`src/rtl/irq_aggregator.sv`:
```
`timescale 1ns/1ps
module irq_aggregator #(
  parameter int LINES  = 32,
  parameter int ADDR_W = 5
) (
  input  logic              clk,
  input  logic              rst_n,
  input  logic [LINES-1:0]  irq_in,
  input  logic              req_valid,
  output logic              req_ready,
  input  logic              req_write,
  input  logic [ADDR_W-1:0] req_addr,
  input  logic [LINES-1:0]  req_wdata,
  output logic              rsp_valid,
  output logic [LINES-1:0]  rsp_rdata,
  output logic              irq_out
);
  localparam int SW = ADDR_W - 2;
  localparam logic [SW-1:0] SEL_STAT = SW'(0);
  localparam logic [SW-1:0] SEL_EN   = SW'(1);
  localparam logic [SW-1:0] SEL_SET  = SW'(2);
  localparam logic [SW-1:0] SEL_CLR  = SW'(3);
  localparam logic [SW-1:0] SEL_POL  = SW'(4);
  localparam logic [SW-1:0] SEL_EDG  = SW'(5);

  logic [LINES-1:0] sync1, sync2, prev, latch, en, pol, edg;
  logic [LINES-1:0] rise, fall, hit, lvl_act, stat, set_v, clr_v, rd_mux;
  logic [SW-1:0]    sel;
  logic             aligned, wr, rd;

  assign req_ready = 1'b1;
  assign sel       = req_addr[ADDR_W-1:2];
  assign aligned   = (req_addr[1:0] == 2'b00);
  assign wr        = req_valid & req_write & aligned;
  assign rd        = req_valid & ~req_write;

  assign rise    = sync2 & ~prev;
  assign fall    = ~sync2 & prev;
  assign hit     = edg & ((pol & rise) | (~pol & fall));
  assign lvl_act = ~edg & ~(sync2 ^ pol);
  assign stat    = latch | lvl_act;

  assign set_v = (wr && sel == SEL_SET) ? req_wdata : '0;
  assign clr_v = (wr && sel == SEL_CLR) ? req_wdata : '0;

  assign irq_out = |(stat & en);

  always_comb begin
    rd_mux = '0;
    if (aligned) begin
      case (sel)
        SEL_STAT: rd_mux = stat;
        SEL_EN:   rd_mux = en;
        SEL_POL:  rd_mux = pol;
        SEL_EDG:  rd_mux = edg;
        default:  rd_mux = '0;
      endcase
    end
  end

  always_ff @(posedge clk or negedge rst_n) begin
    if (!rst_n) begin
      sync1 <= '0;
      sync2 <= '0;
      prev  <= '0;
      latch <= '0;
      en    <= '0;
      pol   <= '1;
      edg   <= '0;
    end else begin
      sync1 <= irq_in;
      sync2 <= sync1;
      prev  <= sync2;
      latch <= ((latch | set_v) & ~clr_v) | hit;
      if (wr && sel == SEL_EN)  en  <= req_wdata;
      if (wr && sel == SEL_POL) pol <= req_wdata;
      if (wr && sel == SEL_EDG) edg <= req_wdata;
    end
  end

  always_ff @(posedge clk or negedge rst_n) begin
    if (!rst_n) begin
      rsp_valid <= 1'b0;
      rsp_rdata <= '0;
    end else begin
      rsp_valid <= rd;
      rsp_rdata <= rd ? rd_mux : '0;
    end
  end

  AST_READ_RESPONDS: assert property (@(posedge clk) disable iff (!rst_n)
    (req_valid && !req_write) |=> rsp_valid);
  AST_MASKED_QUIET: assert property (@(posedge clk) disable iff (!rst_n)
    (en == '0) |-> !irq_out);
  AST_LATCH_HOLDS: assert property (@(posedge clk) disable iff (!rst_n)
    ((latch & ~clr_v) != '0) |=> ((latch & $past(latch & ~clr_v)) == $past(latch & ~clr_v)));
  AST_CLEAR_ACKS: assert property (@(posedge clk) disable iff (!rst_n)
    ((clr_v & ~hit) != '0) |=> ((latch & $past(clr_v & ~hit)) == '0));
  AST_SET_FORCES: assert property (@(posedge clk) disable iff (!rst_n)
    ((set_v & ~clr_v) != '0) |=> ((stat & $past(set_v & ~clr_v)) == $past(set_v & ~clr_v)));
  AST_SETCLR_READ_ZERO: assert property (@(posedge clk) disable iff (!rst_n)
    (rd && aligned && (sel == SEL_SET || sel == SEL_CLR)) |=> (rsp_rdata == '0));
endmodule

```
`config.mk`:
```
export PLATFORM = sky130hd
export DESIGN_NAME = irq_aggregator
export DESIGN_NICKNAME = d
export VERILOG_FILES = /design/src/rtl/irq_aggregator.sv
export SDC_FILE = /design/constraint.sdc
export NUM_CORES = 1
export LEC_CHECK = 0
export ABC_CLOCK_PERIOD_IN_PS = 6060
export BUFFER_PORTS_ARGS = -buffer_cell sky130_fd_sc_hd__buf_2
export CAP_MARGIN = 20
export CORE_AREA = 10 10 170 172
export DETAILED_ROUTE_END_ITERATION = 12
export DIE_AREA = 0 0 180 182
export PLACE_DENSITY = 0.72
export SETUP_SLACK_MARGIN = 0.5
export SLEW_MARGIN = 30
export SYNTH_ARGS = -nofsm -noshare
export SYNTH_HDL_FRONTEND = slang
export SYNTH_SLANG_ARGS = --single-unit
```
`constraint.sdc`:
```
create_clock -name clk -period 6.06 [get_ports clk]
set_input_delay 1.212 -clock clk [delete_from_list [all_inputs] [get_ports clk]]
set_output_delay 1.212 -clock clk [all_outputs]
set_load 0.01 [all_outputs]
```
# After elaboration in Yosys (flattened, before gate mapping)
# Cells that the tools add are included.
# classes
n_reduce_logical,8
bitwise_logic,23
mux,5
n_eq_ne,5
# op_table
operator,count
32-bit bitwise AND,8
32-bit inverter,6
32-bit 2-to-1 mux,4
32-bit bitwise OR,4
32-bit one-hot mux with 4 select lines,1
32-bit OR reduction,1
32-bit bitwise XOR,1
3-bit by 2-bit equality test with 1-bit output (second input constant),2
3-bit equality test (second input constant),2
1-bit logical AND,5
1-bit bitwise AND,3
3-bit by 1-bit equality test with 1-bit output (second input constant),1
3-bit zero test,1
2-bit zero test,1
1-bit inverter,1
# totals
elab_cells,50
in_bits,73
output_inout_bits,35
reg_bits,257

# Depth between registers and ports, before layout
# Gate-level depths: netlist of run 1.
# depth
word_depth,7
ltp_mapped,7
mapped_depth_nobuf,5

# Worst setup path after synthesis of run 1
# OpenSTA, ideal clock, no wires.
# synth_path
kind,register to output
startpoint,reg pol[31]
endpoint,out irq_out
required_time_ns,4.848
setup_slack_ns,3.222
path_stages_with_launch,6
n_path_buf,0
arrival_time_ns,1.626
path_cell_list,dfstp_2 xor2_1 nor3b_1 nor4_1 nand4_1 or4_1
# synth_between
elab_chain_len,6
# synth_rtl
element,line_no,rtl
start: declaration,26,"logic [LINES-1:0] sync1, sync2, prev, latch, en, pol, edg;"
start signal: assignment,76,if (wr && sel == SEL_POL) pol <= req_wdata;
32-bit bitwise XOR,40,assign lvl_act = ~edg & ~(sync2 ^ pol);
32-bit inverter,40,
32-bit bitwise AND,40,
32-bit bitwise OR,41,assign stat = latch | lvl_act;
32-bit bitwise AND,46,assign irq_out = |(stat & en);
32-bit OR reduction,46,
end: declaration,16,output logic irq_out
# Every way passes these cells.

# Final worst setup path of run 1
# layout_path
startpoint,reg latch[12]
endpoint,out irq_out
# layout_between
elab_chain_len,3
# layout_rtl
element,line_no,rtl
start: declaration,26,
start signal: assignment,74,latch <= ((latch | set_v) & ~clr_v) | hit;
32-bit bitwise OR,41,
32-bit bitwise AND,46,
32-bit OR reduction,46,
# Every way passes these cells.

==> results of run 1 <==
==> cell usage after synthesis (all sizes together) (2+ instances only) <==
library cell  number  area share [%]
a221oi             4            0.31
nand3              2           0.089
buf               22             1.4
xor2              29             2.3
mux2i             34             3.0
nand2             96             3.2
dfstp             32             7.5
a21oi             36             1.6
and2              32             1.8
or4b               2            0.21
a22oi              5            0.33
nand4              3            0.17
o21ai            128             5.7
nor2              92             3.1
nand2b             2            0.11
clkbuf            16            0.53
a211oi            31             2.1
nor3              33             1.6
nor2b             33             1.8
nor4               7            0.45
dfrtp            225              50
a22o               4            0.31
mux2              96             9.6
nor3b             27             1.9
or2                3            0.17
nand3b             2            0.13
==> cells by family (layout without fill, tap and decap cells) <==
group                     after synthesis  count (layout)  share of synthesized area (%)
other                                   1               3                         0.0334
xor gates and xnor gates               29              29                           2.26
AOI/OAI and AO/OA                     212             212                           10.6
DFF                                   257             257                           57.6
and+or+nand+nor                       337             337                           14.9
muxes                                 130             130                           12.6
buffers and inverters                  39             167                           1.93
==> layout make-up <==
class,count,area share (%)
antenna,2,0.0383
clock buffer,39,6.30
clock inverter,13,1.35
inverter,1,0.0287
multi-input combinational,709,34.8
sequential,257,49.5
tap,335,3.21
timing repair buffer,114,4.71
==> where the power goes <==
group,total [uW],switching (uW),internal (uW),leakage [uW]
registers,2060,172,1890,0.00306
clock network,1800,685,1120,0.000492
logic,453,229,223,0.00231
==> cell usage in the layout, fill, tap and decap left out, drive strengths merged, types with 5 or more instances in the layout <==
cell | netlist | final
clkbuf | 16 | 39
nor2b | 33 | 33
clkinv | 0 | 6
o21ai | 128 | 128
a211oi | 31 | 31
xor2 | 29 | 29
mux2 | 96 | 96
buf | 22 | 114
nor2 | 92 | 92
dfstp | 32 | 32
nor3 | 33 | 33
dfrtp | 225 | 225
nor3b | 27 | 27
and2 | 32 | 32
nand2 | 96 | 96
a22oi | 5 | 5
nor4 | 7 | 7
a21oi | 36 | 36
mux2i | 34 | 34
==> registers in the layout, indices dropped and copies added, names as in the netlist <==
signal / flops
edg: 32
en: 32
latch: 32
pol: 32
prev: 32
rsp_rdata: 32
rsp_valid: 1
sync1: 32
sync2: 32
==> per-stage QoR <==
step | cell area, um^2 | setup WS [ps] | hold slack, ps | power [uW] | utilization [%]
3_3_place_gp | 12100 | 2610 | 332 | 2510 | 47.1
3_5_place_dp | 12100 | 2580 | 335 | 2530 | 47.1
2_1_floorplan | 11200 | 3220 | 331 | 2340 | -
5_1_grt | 13100 | 1960 | 352 | 4510 | 51.0
6_report | 13100 | 2030 | 344 | 4310 | 51.0
4_1_cts | 13100 | 2010 | 345 | 4350 | 51.0
==> routing by layer <==
layer | part of all wire (%) | track usage (%) | routed length [um] | vias to the layer above
li1 | - | - | - | 3755
met1 | 44 | 20.8 | 11800 | 3937
met2 | 48 | 26.4 | 12900 | 198
met3 | 5.3 | 3.32 | 1420 | 44
met4 | 2.8 | 5.09 | 740 | 2
met5 | 0.026 | 0 | 7 | -
==> critical path, cell delays in order, from the launching register on <==
cell and delay [ps]:
dfrtp_1 430, a22o_1 240, a221oi_1 430, and4_1 290
nand4_1 90, or4_1 630, buf_2 190
==> worst paths after layout <==
check | endpoint | cells after the start
max in group asynchronous | edg[6]$_DFFE_PN0P_ | 2
worst min-delay path | sync2[18]$_DFF_PN0_ | 0
worst max register to register | rsp_rdata[5]$_DFF_PN0_ | 5
min in group asynchronous | sync2[28]$_DFF_PN0_ | 1
worst max-delay path | irq_out | 6
worst min register to register | sync2[18]$_DFF_PN0_ | 0
==> metrics.cfg, run 1 <==
[status]
status=complete, no violations

[critical_path]
cp_data_arrival_time_ps=2820
startpoint=latch[12]$_DFF_PN0_
worstPathMaxFanout=3
cp-end-kind=output pin
cp.required_ps=4850
path_class=reg -> out
worstReg2RegStart=edg[5]$_DFFE_PN0P_
regToRegSetupSlack_ps=4560
start_kind=flop

[floorplan]
die_h_um=182
initial_core_util_pct=43.9
num_rows=59
io_pins=108
die-area_mm2=0.0328
core_mm2=0.0256
die_x_um=180

[grt]
grt_antenna_before_repair=3
grt_pass1_wl_mm=43.1
grt_overflow=0
grt_max_degree=149
grt_pass1_vias=7907
grt_use_total_pct=16.0

[sta]
max_freq_ghz=0.248
slew_viol_final=0
hold_viol=0
slew_headroom_pct=35.2
layout_min_cycle_time_ps=4030
setup_viol=0
setup_tns_ps=0
post-route-period-util_pct=66.5
skew_ps=13.3
tightest_slew_ps=968
rsz0062_at_grt=no

[placement]
dpl.hpwl_mm=17.4
place_congestion=0.860
numPortBuffers=106
post-place-cells=1416

[clocking]
clk_latency_ps=530
postCtsHoldBufs=0
cts_buffer_depth=3
path_clk_slew_ps=60
cts_tree=yes
cts_made_buffers=28
cts_resized=0
clock_sinks=257
cts_setup_buffers=0
h-tree-depth=1
cts_root_buffer=clkbuf_16

[drt]
totalWireLength_mm=26.8
drc=0
vias=7936
first_pass_iters=5
avgRoutedWirePerCell_um=18.3
drt-vias-per-instance=5.40
initialDrtViolationCount=558
ant_nets=0

[hold_path]
min_path_type=reg -> reg
min_from=sync1[18]$_DFF_PN0_

[layout]
final_cells=1470
regArea_mm2=0.00647
synthToLayoutAreaGrowth_pct=16.3
fillers=2244
fin_nets=1184
multi_input_comb_area_mm2=0.00455
drive_gt1_share_pct=26.3

[synthesis]
ys_ff_latch=257
async_flop_share_pct=100
yosysSeqAreaShare_pct=57.6
syn_inst=1005
yosys_warnings=0
synth_area_mm2=0.0112
synthDistinctLibCells=42
mappedNetlistNets=1078
synth_edf_count=0
ys.flop_type=dfrtp_1
synth.avg_cell_area_um2=11.2

[pwr]
power_leakage_uw=0.00586
ir_drop_v=0.000228
powerDensity_mw_per_mm2=330

[job]
cap_violations=0

Note: power is estimated with default switching activity, not from simulation.
==> run 2, diff against run 1 <==
--- a/config.mk
+++ b/config.mk
@@ -5,13 +5,14 @@
 export SDC_FILE = /design/constraint.sdc
 export NUM_CORES = 1
 export LEC_CHECK = 0
-export ABC_CLOCK_PERIOD_IN_PS = 6060
+export ABC_AREA = 1
+export ABC_CLOCK_PERIOD_IN_PS = 4100
 export BUFFER_PORTS_ARGS = -buffer_cell sky130_fd_sc_hd__buf_2
 export CAP_MARGIN = 20
-export CORE_AREA = 10 10 170 172
+export CORE_AREA = 10 10 165 167
 export DETAILED_ROUTE_END_ITERATION = 12
-export DIE_AREA = 0 0 180 182
-export PLACE_DENSITY = 0.72
+export DIE_AREA = 0 0 175 177
+export PLACE_DENSITY = 0.73
 export SETUP_SLACK_MARGIN = 0.5
 export SLEW_MARGIN = 30
 export SYNTH_ARGS = -nofsm -noshare
==> constraint.sdc (replaced) <==
create_clock -name clk -period 4.1 [get_ports clk]
set_input_delay 0.82 -clock clk [delete_from_list [all_inputs] [get_ports clk]]
set_output_delay 0.82 -clock clk [all_outputs]
set_load 0.01 [all_outputs]
==> run 2 against run 1 <==
Design area is 4.8% lower. Final cell count up 11%. Routed wire length is 5.0% lower. Synthesized cell count up 17%. Clock skew fell by 3.4 ps. Sequential power rose by 42%. Largest cell class unchanged. Clock-buffer cell count is 1 lower.
==> metrics.cfg, run 2 <==
[drt]
highest_layer=met4  ; was met5
first_pass_iters=5  ; unchanged
vias=8242  ; was 7936
drt-vias-per-instance=5.04  ; was 5.40
avgRoutedWirePerCell_um=15.6  ; was 18.3 um
ant_nets=0  ; unchanged
totalWireLength_mm=25.5  ; was 26.8 mm
initialDrtViolationCount=643  ; was 558
wl_met3_mm=1.52  ; was 1.42 mm
wl_met2_mm=12.3  ; was 12.9 mm
drc=0  ; unchanged
met1_length_mm=11.1  ; was 11.8 mm

[status]
status=complete, no violations  ; unchanged

[job]
cap_violations=0  ; unchanged

[critical_path]
crit_top_cell=nand2_1
worstReg2RegStart=pol[31]$_DFFE_PN1P_  ; was edg[5]$_DFFE_PN0P_
critPathSlowestCell=dfstp_2  ; was or4_1
start_kind=flop  ; unchanged
cp-end-kind=output pin  ; unchanged
cp_data_arrival_time_ps=2090  ; was 2820 ps
cp-endpoint=irq_out  ; unchanged
cp_slowest_stage_delay_ps=550  ; was 630 ps
worstPathMaxFanout=4  ; was 3
r2r_end=rsp_rdata[31]$_DFF_PN0_  ; was rsp_rdata[5]$_DFF_PN0_
crit_chain=nand2_1, nand3_1, nand2_1, nand2_1, nand2_1, nor2_1, nand2_1, nor2_1, nand2_1, buf_2  ; was a22o_1, a221oi_1, and4_1, nand4_1, or4_1, buf_2
crit_family=simple AND/OR/NAND/NOR gates  ; unchanged
cp.required_ps=3280  ; was 4850 ps
cp.depth=10  ; was 6
startpoint=pol[6]$_DFFE_PN1P_  ; was latch[12]$_DFF_PN0_
r2r_cells=6  ; was 5
worst-path-buf-inv=1  ; unchanged
regToRegSetupSlack_ps=2760  ; was 4560 ps
path_class=reg -> out  ; unchanged

[clocking]
cts_setup_buffers=0  ; unchanged
clk_latency_ps=540  ; was 530 ps
h-tree-depth=1  ; unchanged
cts_made_buffers=28  ; unchanged
cts_buffer_depth=3  ; unchanged
path_clk_slew_ps=60  ; about the same
cts_root_buffer=clkbuf_16  ; unchanged
cts_tree=yes  ; unchanged
postCtsHoldBufs=0  ; unchanged
cts_resized=0  ; unchanged
clock_sinks=257  ; unchanged

[placement]
place_congestion=0.824  ; was 0.860
dpl.hpwl_mm=16.8  ; was 17.4 mm
numPortBuffers=106  ; unchanged

[pwr]
swShare_pct=25.2  ; about the same
p_comb_share_pct=10.2  ; was 10.5%
clockPowerShare_pct=42.3  ; was 41.8%
pwr-share-seq_pct=47.5  ; was 47.7%
internal-power_uw=4610  ; was 3230 uW
powerDensity_mw_per_mm2=496  ; was 330 mW/mm^2
ir_drop_v=0.000324  ; was 0.000228 V
finalPower_uw=6160  ; was 4310 uW
power_leakage_uw=0.00602  ; was 0.00586 uW
switchingPower_uw=1560  ; was 1090 uW

[synthesis]
async_flop_share_pct=100  ; unchanged
synth_edf_count=0  ; unchanged
synthMostInstantiatedCell=nand2_1  ; was dfrtp_1
yosys_warnings=0  ; unchanged
yosysSeqAreaShare_pct=61.3  ; was 57.6%
yosys-top-cells-area=dfrtp_1, nand2_1, o21ai_0, dfstp_2, inv_1  ; was dfrtp_1, mux2_2, dfstp_2, o21ai_0, nand2_1
synth_top_area_share_pct=53.3  ; was 50.1%
synth_area_mm2=0.0106  ; was 0.0112 mm^2
synth_largest_area_cell=dfrtp_1  ; unchanged
ys.flop_type=dfrtp_1  ; unchanged
mappedNetlistNets=1253  ; was 1078
syn_inst=1180  ; was 1005
synthDistinctLibCells=22  ; was 42
synth.avg_cell_area_um2=8.95  ; was 11.2 um^2
yosys-top-cells-count=nand2_1, dfrtp_1, o21ai_0  ; was dfrtp_1, o21ai_0, mux2_2, nand2_1, nor2_1
ys_ff_latch=257  ; unchanged

[floorplan]
initial_core_util_pct=44.1  ; was 43.9%
die_x_um=175  ; was 180 um
die_h_um=177  ; was 182 um
io_pins=108  ; unchanged
die-area_mm2=0.0310  ; was 0.0328 mm^2
num_rows=57  ; was 59
core_mm2=0.0240  ; was 0.0256 mm^2

[sta]
slew_viol_final=0  ; unchanged
max_freq_ghz=0.343
rsz0062_at_grt=no  ; unchanged
tightest_slew_ps=841  ; was 968 ps
post-route-period-util_pct=71.0
slew_headroom_pct=43.8  ; was 35.2%
layout_min_cycle_time_ps=2910
hold_viol=0  ; unchanged
setup_viol=0  ; unchanged
skew_ps=9.93  ; was 13.3 ps
setup_tns_ps=0  ; unchanged

[grt]
grt_pass1_wl_mm=41.8  ; was 43.1 mm
grt_overflow=0  ; unchanged
grt_max_degree=96  ; was 149
grt_use_total_pct=16.3  ; was 16.0%
grt_pass1_vias=8385  ; was 7907
grt_antenna_before_repair=0  ; was 3

[layout]
final_common_cell=nand2_1  ; was dfrtp_1
fillers=2200  ; was 2244
layout_common_cells=nand2_1, dfrtp_1, o21ai_0  ; was dfrtp_1, buf_2, o21ai_0
fin_nets=1363  ; was 1184
antennaDiodeCount=0  ; was 2
drive_gt1_share_pct=15.7  ; was 26.3%
synthToLayoutAreaGrowth_pct=17.8  ; was 16.3%

[hold_path]
min_path_type=in -> async  ; was reg -> reg

## run 2: worst min-delay path by stage
stage,startpoint,cells past startpoint,to
final,rst_n,1,rsp_rdata[0]$_DFF_PN0_
after global routing,rst_n,1,rsp_rdata[7]$_DFF_PN0_
after CTS,rst_n,1,sync1[7]$_DFF_PN0_
after detailed placement,sync1[25]$_DFF_PN0_,0,sync2[25]$_DFF_PN0_
after global placement,sync1[23]$_DFF_PN0_,0,sync2[23]$_DFF_PN0_
after floorplan,sync1[0]$_DFF_PN0_,0,sync2[0]$_DFF_PN0_
## run 2: cells by family after synthesis
family	after synthesis	share of synthesized area (%)
buffers and inverters	205	7.49
AO/OA/AOI/OAI	320	16.3
AND/OR/NAND/NOR	397	14.9
other	1	0.0355
flip-flops	257	61.3
## run 2: per-stage QoR
| stage | cell area, um^2 | setup WS (ps) | hold slack [ps] | util [%] | std cells |
|---|---|---|---|---|---|
| 6_report | 12400 | 1190 | 294 | 51.9 | 1635 |
| 5_1_grt | 12400 | 1000 | 336 | 51.9 | 1635 |
| 4_1_cts | 12400 | 1180 | 322 | 51.9 | 1635 |
| 3_5_place_dp | 11500 | 1170 | 335 | 47.8 | 1584 |
| 3_3_place_gp | 11500 | 1210 | 332 | 47.8 | 1584 |
| 2_1_floorplan | 10600 | 2150 | 331 | - | 1180 |
## run 2: layout make-up
type                            count  area, um^2  area share [%]
Sequential cell                   257        6470            52.0
Multi-Input combinational cell    718        3300            26.5
Clock buffer                       38         830            6.67
Timing Repair Buffer              120         658            5.29
Inverter                          165         619            4.98
Tap cell                          324         405            3.26
Clock inverter                     13         154            1.24
## run 2: power by group through the flow
stage,Clock (uW),Combinational (uW),Sequential [uW]
global route,2770,738,2960
detailed placement,0,629,2970
global placement,0,604,2960
finish,2610,628,2930
CTS,2660,633,2920
floorplan,0,423,2920
## run 2: layer usage
metal  vias to the layer above  track usage, %
li1                       4042               -
met1                      3900            20.6
met2                       251            27.7
met3                        49            3.07
met4                         0            5.09
met5                         -               0
==> run 3, diff against run 2 <==
--- a/config.mk
+++ b/config.mk
@@ -6,7 +6,7 @@
 export NUM_CORES = 1
 export LEC_CHECK = 0
 export ABC_AREA = 1
-export ABC_CLOCK_PERIOD_IN_PS = 4100
+export ABC_CLOCK_PERIOD_IN_PS = 2800
 export BUFFER_PORTS_ARGS = -buffer_cell sky130_fd_sc_hd__buf_2
 export CAP_MARGIN = 20
 export CORE_AREA = 10 10 165 167
==> constraint.sdc (replaced) <==
create_clock -name clk -period 2.8 [get_ports clk]
set_input_delay 0.56 -clock clk [delete_from_list [all_inputs] [get_ports clk]]
set_output_delay 0.56 -clock clk [all_outputs]
set_load 0.01 [all_outputs]
==> run 3 against run 2 <==
Design area increased by 6.0%. Hold slack got worse by 170 ps. Global-route usage increased by 1.0 points. Non-clock buffer count increased by 61. Sequential share of layout area decreased by 2.9 points. Via count increased by 6.2%. Setup slack got worse by 960 ps. First-iteration DRC count increased by 14%. Critical endpoint is now rsp_rdata[13]$_DFF_PN0_.
==> metrics.cfg, run 3 (synthesized netlist as in run 2, its figures left out) <==
[status]
status=complete, no violations  ; unchanged

[critical_path]
start_kind=flop  ; unchanged
regToRegSetupSlack_ps=230  ; was 2760 ps
r2r_cells=18  ; was 6
cp-end-kind=flop  ; was output pin
worstReg2RegStart=pol[13]$_DFFE_PN1P_  ; was pol[31]$_DFFE_PN1P_
cp_slowest_stage_delay_ps=560  ; was 550 ps
cp_data_arrival_time_ps=3020  ; was 2090 ps
crit_top_cell=buf_4  ; was nand2_1
path_class=reg -> reg  ; was reg -> out
critPathSlowestCell=dfstp_2  ; unchanged
worstPathMaxFanout=3  ; was 4
r2r_end=rsp_rdata[13]$_DFF_PN0_  ; was rsp_rdata[31]$_DFF_PN0_
crit_chain=inv_2, nand2_2, nand3_2, buf_6, buf_4, buf_4, buf_4, buf_4, buf_6, buf_4, buf_4, buf_6, buf_4, buf_6, buf_6, a21oi_2, a211oi_2, nor2_1  ; was nand2_1, nand3_1, nand2_1, nand2_1, nand2_1, nor2_1, nand2_1, nor2_1, nand2_1, buf_2
cp.required_ps=3250  ; was 3280 ps

[clocking]
clk_latency_ps=540  ; about the same
h-tree-depth=1  ; unchanged
cts_tree=yes  ; unchanged
clock_sinks=257  ; unchanged
path_clk_slew_ps=60  ; about the same
cts_buffer_depth=3  ; unchanged
cts_root_buffer=clkbuf_16  ; unchanged
cts_made_buffers=27  ; was 28

[placement]
place_congestion=0.865  ; was 0.824
dpl.hpwl_mm=17.5  ; was 16.8 mm
post-place-cells=1593  ; was 1584
numPortBuffers=106  ; unchanged

[drt]
ant_nets=0  ; unchanged
drt-vias-per-instance=5.16  ; was 5.04
drc=0  ; unchanged
avgRoutedWirePerCell_um=16.1  ; was 15.6 um
initialDrtViolationCount=734  ; was 643
vias=8756  ; was 8242
first_pass_iters=7  ; was 5
totalWireLength_mm=27.4  ; was 25.5 mm

[grt]
grt_pass1_wl_mm=44.1  ; was 41.8 mm
grt_max_degree=71  ; was 96
grt_use_total_pct=17.3  ; was 16.3%
grt_pass1_vias=8725  ; was 8385
grt_antenna_before_repair=4  ; was 0
grt_overflow=0  ; unchanged

[layout]
synthToLayoutAreaGrowth_pct=24.8  ; was 17.8%
layout_common_cells=nand2_1, dfrtp_1, o21ai_0  ; unchanged
final_common_cell=nand2_1  ; unchanged
drive_gt1_share_pct=24.6  ; was 15.7%
final_cells=1698  ; was 1635
final_core_util_pct=55.0  ; was 51.9%
fin_nets=1423  ; was 1363

[job]
cap_violations=0  ; unchanged

[pwr]
p_comb_share_pct=13.9  ; was 10.2%
pwr-share-seq_pct=47.4  ; was 47.5%
power_leakage_uw=0.00641  ; was 0.00602 uW
ir_drop_v=0.000324  ; about the same
internal-power_uw=6670  ; was 4610 uW
clockPowerShare_pct=38.7  ; was 42.3%
powerDensity_mw_per_mm2=686  ; was 496 mW/mm^2
swShare_pct=26.2  ; was 25.2%
switchingPower_uw=2370  ; was 1560 uW

[sta]
slew_viol_final=0  ; unchanged
max_freq_ghz=0.389
rsz0062_at_grt=yes  ; was no
slew_headroom_pct=52.0  ; was 43.8%
layout_min_cycle_time_ps=2570
hold_viol=0  ; unchanged
setup_tns_ps=0  ; unchanged
tightest_slew_ps=713  ; was 841 ps
setup_viol=0  ; unchanged
post-route-period-util_pct=91.8
skew_ps=10.1  ; was 9.93 ps

[floorplan]
io_pins=108  ; unchanged
core_mm2=0.0240  ; unchanged
die_x_um=175  ; unchanged
die_h_um=177  ; unchanged
num_rows=57  ; unchanged
initial_core_util_pct=44.1  ; unchanged
die-area_mm2=0.0310  ; unchanged

[hold_path]
whs_path_depth=1
min_from=irq_in[21]
whs_endpoint=sync1[21]$_DFF_PN0_
min_path_type=in -> reg  ; was in -> async

==> run 3: cell count changes in the layout (fill, tap and decap cells not counted), sizes merged <==
cell and delta:
clkinvlp -1, diode +4, dlygate4sd3 +1, buf +60, inv +1, clkbuf +3, bufinv -2, clkinv -3
==> run 3: worst max path at each step <==
stage,from,endpoint,slack (ps),cells past startpoint
detailed placement,req_addr[3],rsp_rdata[10]$_DFF_PN0_,670,7
global placement,pol[15]$_DFFE_PN1P_,irq_out,700,10
CTS,pol[12]$_DFFE_PN1P_,irq_out,260,10
finish,pol[13]$_DFFE_PN1P_,rsp_rdata[13]$_DFF_PN0_,230,18
global route,pol[13]$_DFFE_PN1P_,rsp_rdata[13]$_DFF_PN0_,150,18
floorplan,pol[28]$_DFFE_PN1P_,irq_out,1110,9
==> run 3: power by group through the flow <==
stage / Sequential [uW] / Clock [uW] / Combinational, uW
2_1_floorplan: 4280 / 0 / 620
3_3_place_gp: 4330 / 0 / 911
3_5_place_dp: 4340 / 0 / 938
4_1_cts: 4270 / 3570 / 1120
5_1_grt: 4330 / 3710 / 1430
6_report: 4290 / 3490 / 1260
==> run 3: metal layers <==
| layer | vias to the layer above | wire length (um) | GRT usage, % |
|---|---|---|---|
| met1 | 4187 | 11700 | 22.2 |
| met4 | 0 | 1120 | 8.30 |
| li1 | 4161 | - | - |
| met2 | 328 | 12800 | 27.8 |
| met5 | - | 0 | 0 |
| met3 | 80 | 1790 | 3.48 |
==> run 3: worst max-delay path, delay by kind of cell (launching register included) <==
kind                   cells  cell delay, ps
AO/OA/AOI/OAI              2             200
buffers and inverters     13            1440
AND/OR/NAND/NOR            3             300
flip-flops                 1             560
==> run 3: area by class of cell <==
cell class / count / area [um^2]
fill: 2112 / 10800
sequential: 257 / 6470
multi-input combinational: 718 / 3590
timing repair buffer: 181 / 1210
clock buffer: 41 / 808
inverter: 165 / 619
tap: 324 / 405
clock inverter: 8 / 68.8
antenna: 4 / 10.0
==> run 3: through the flow <==
| step | instance area [um^2] | worst slack, ps | power, uW | hold slack (ps) |
|---|---|---|---|---|
| 6_report | 13200 | 229 | 9040 | 125 |
| 5_1_grt | 13200 | 154 | 9470 | 102 |
| 4_1_cts | 12900 | 263 | 8960 | 106 |
| 3_5_place_dp | 11600 | 674 | 5280 | 335 |
| 3_3_place_gp | 11600 | 705 | 5240 | 333 |
| 2_1_floorplan | 10600 | 1110 | 4900 | 264 |
==> run 3: repair_timing <==
item / 4_1_cts / 5_1_grt
gates resized for setup: 34 / 62
hold buffers: 1 / 0
endpoints found under the setup margin: 1 / 3
endpoints found under the hold margin: 50 / 0
buffers inserted: 41 / 10
pin swaps: 20 / 29
cloned: 0 / 0
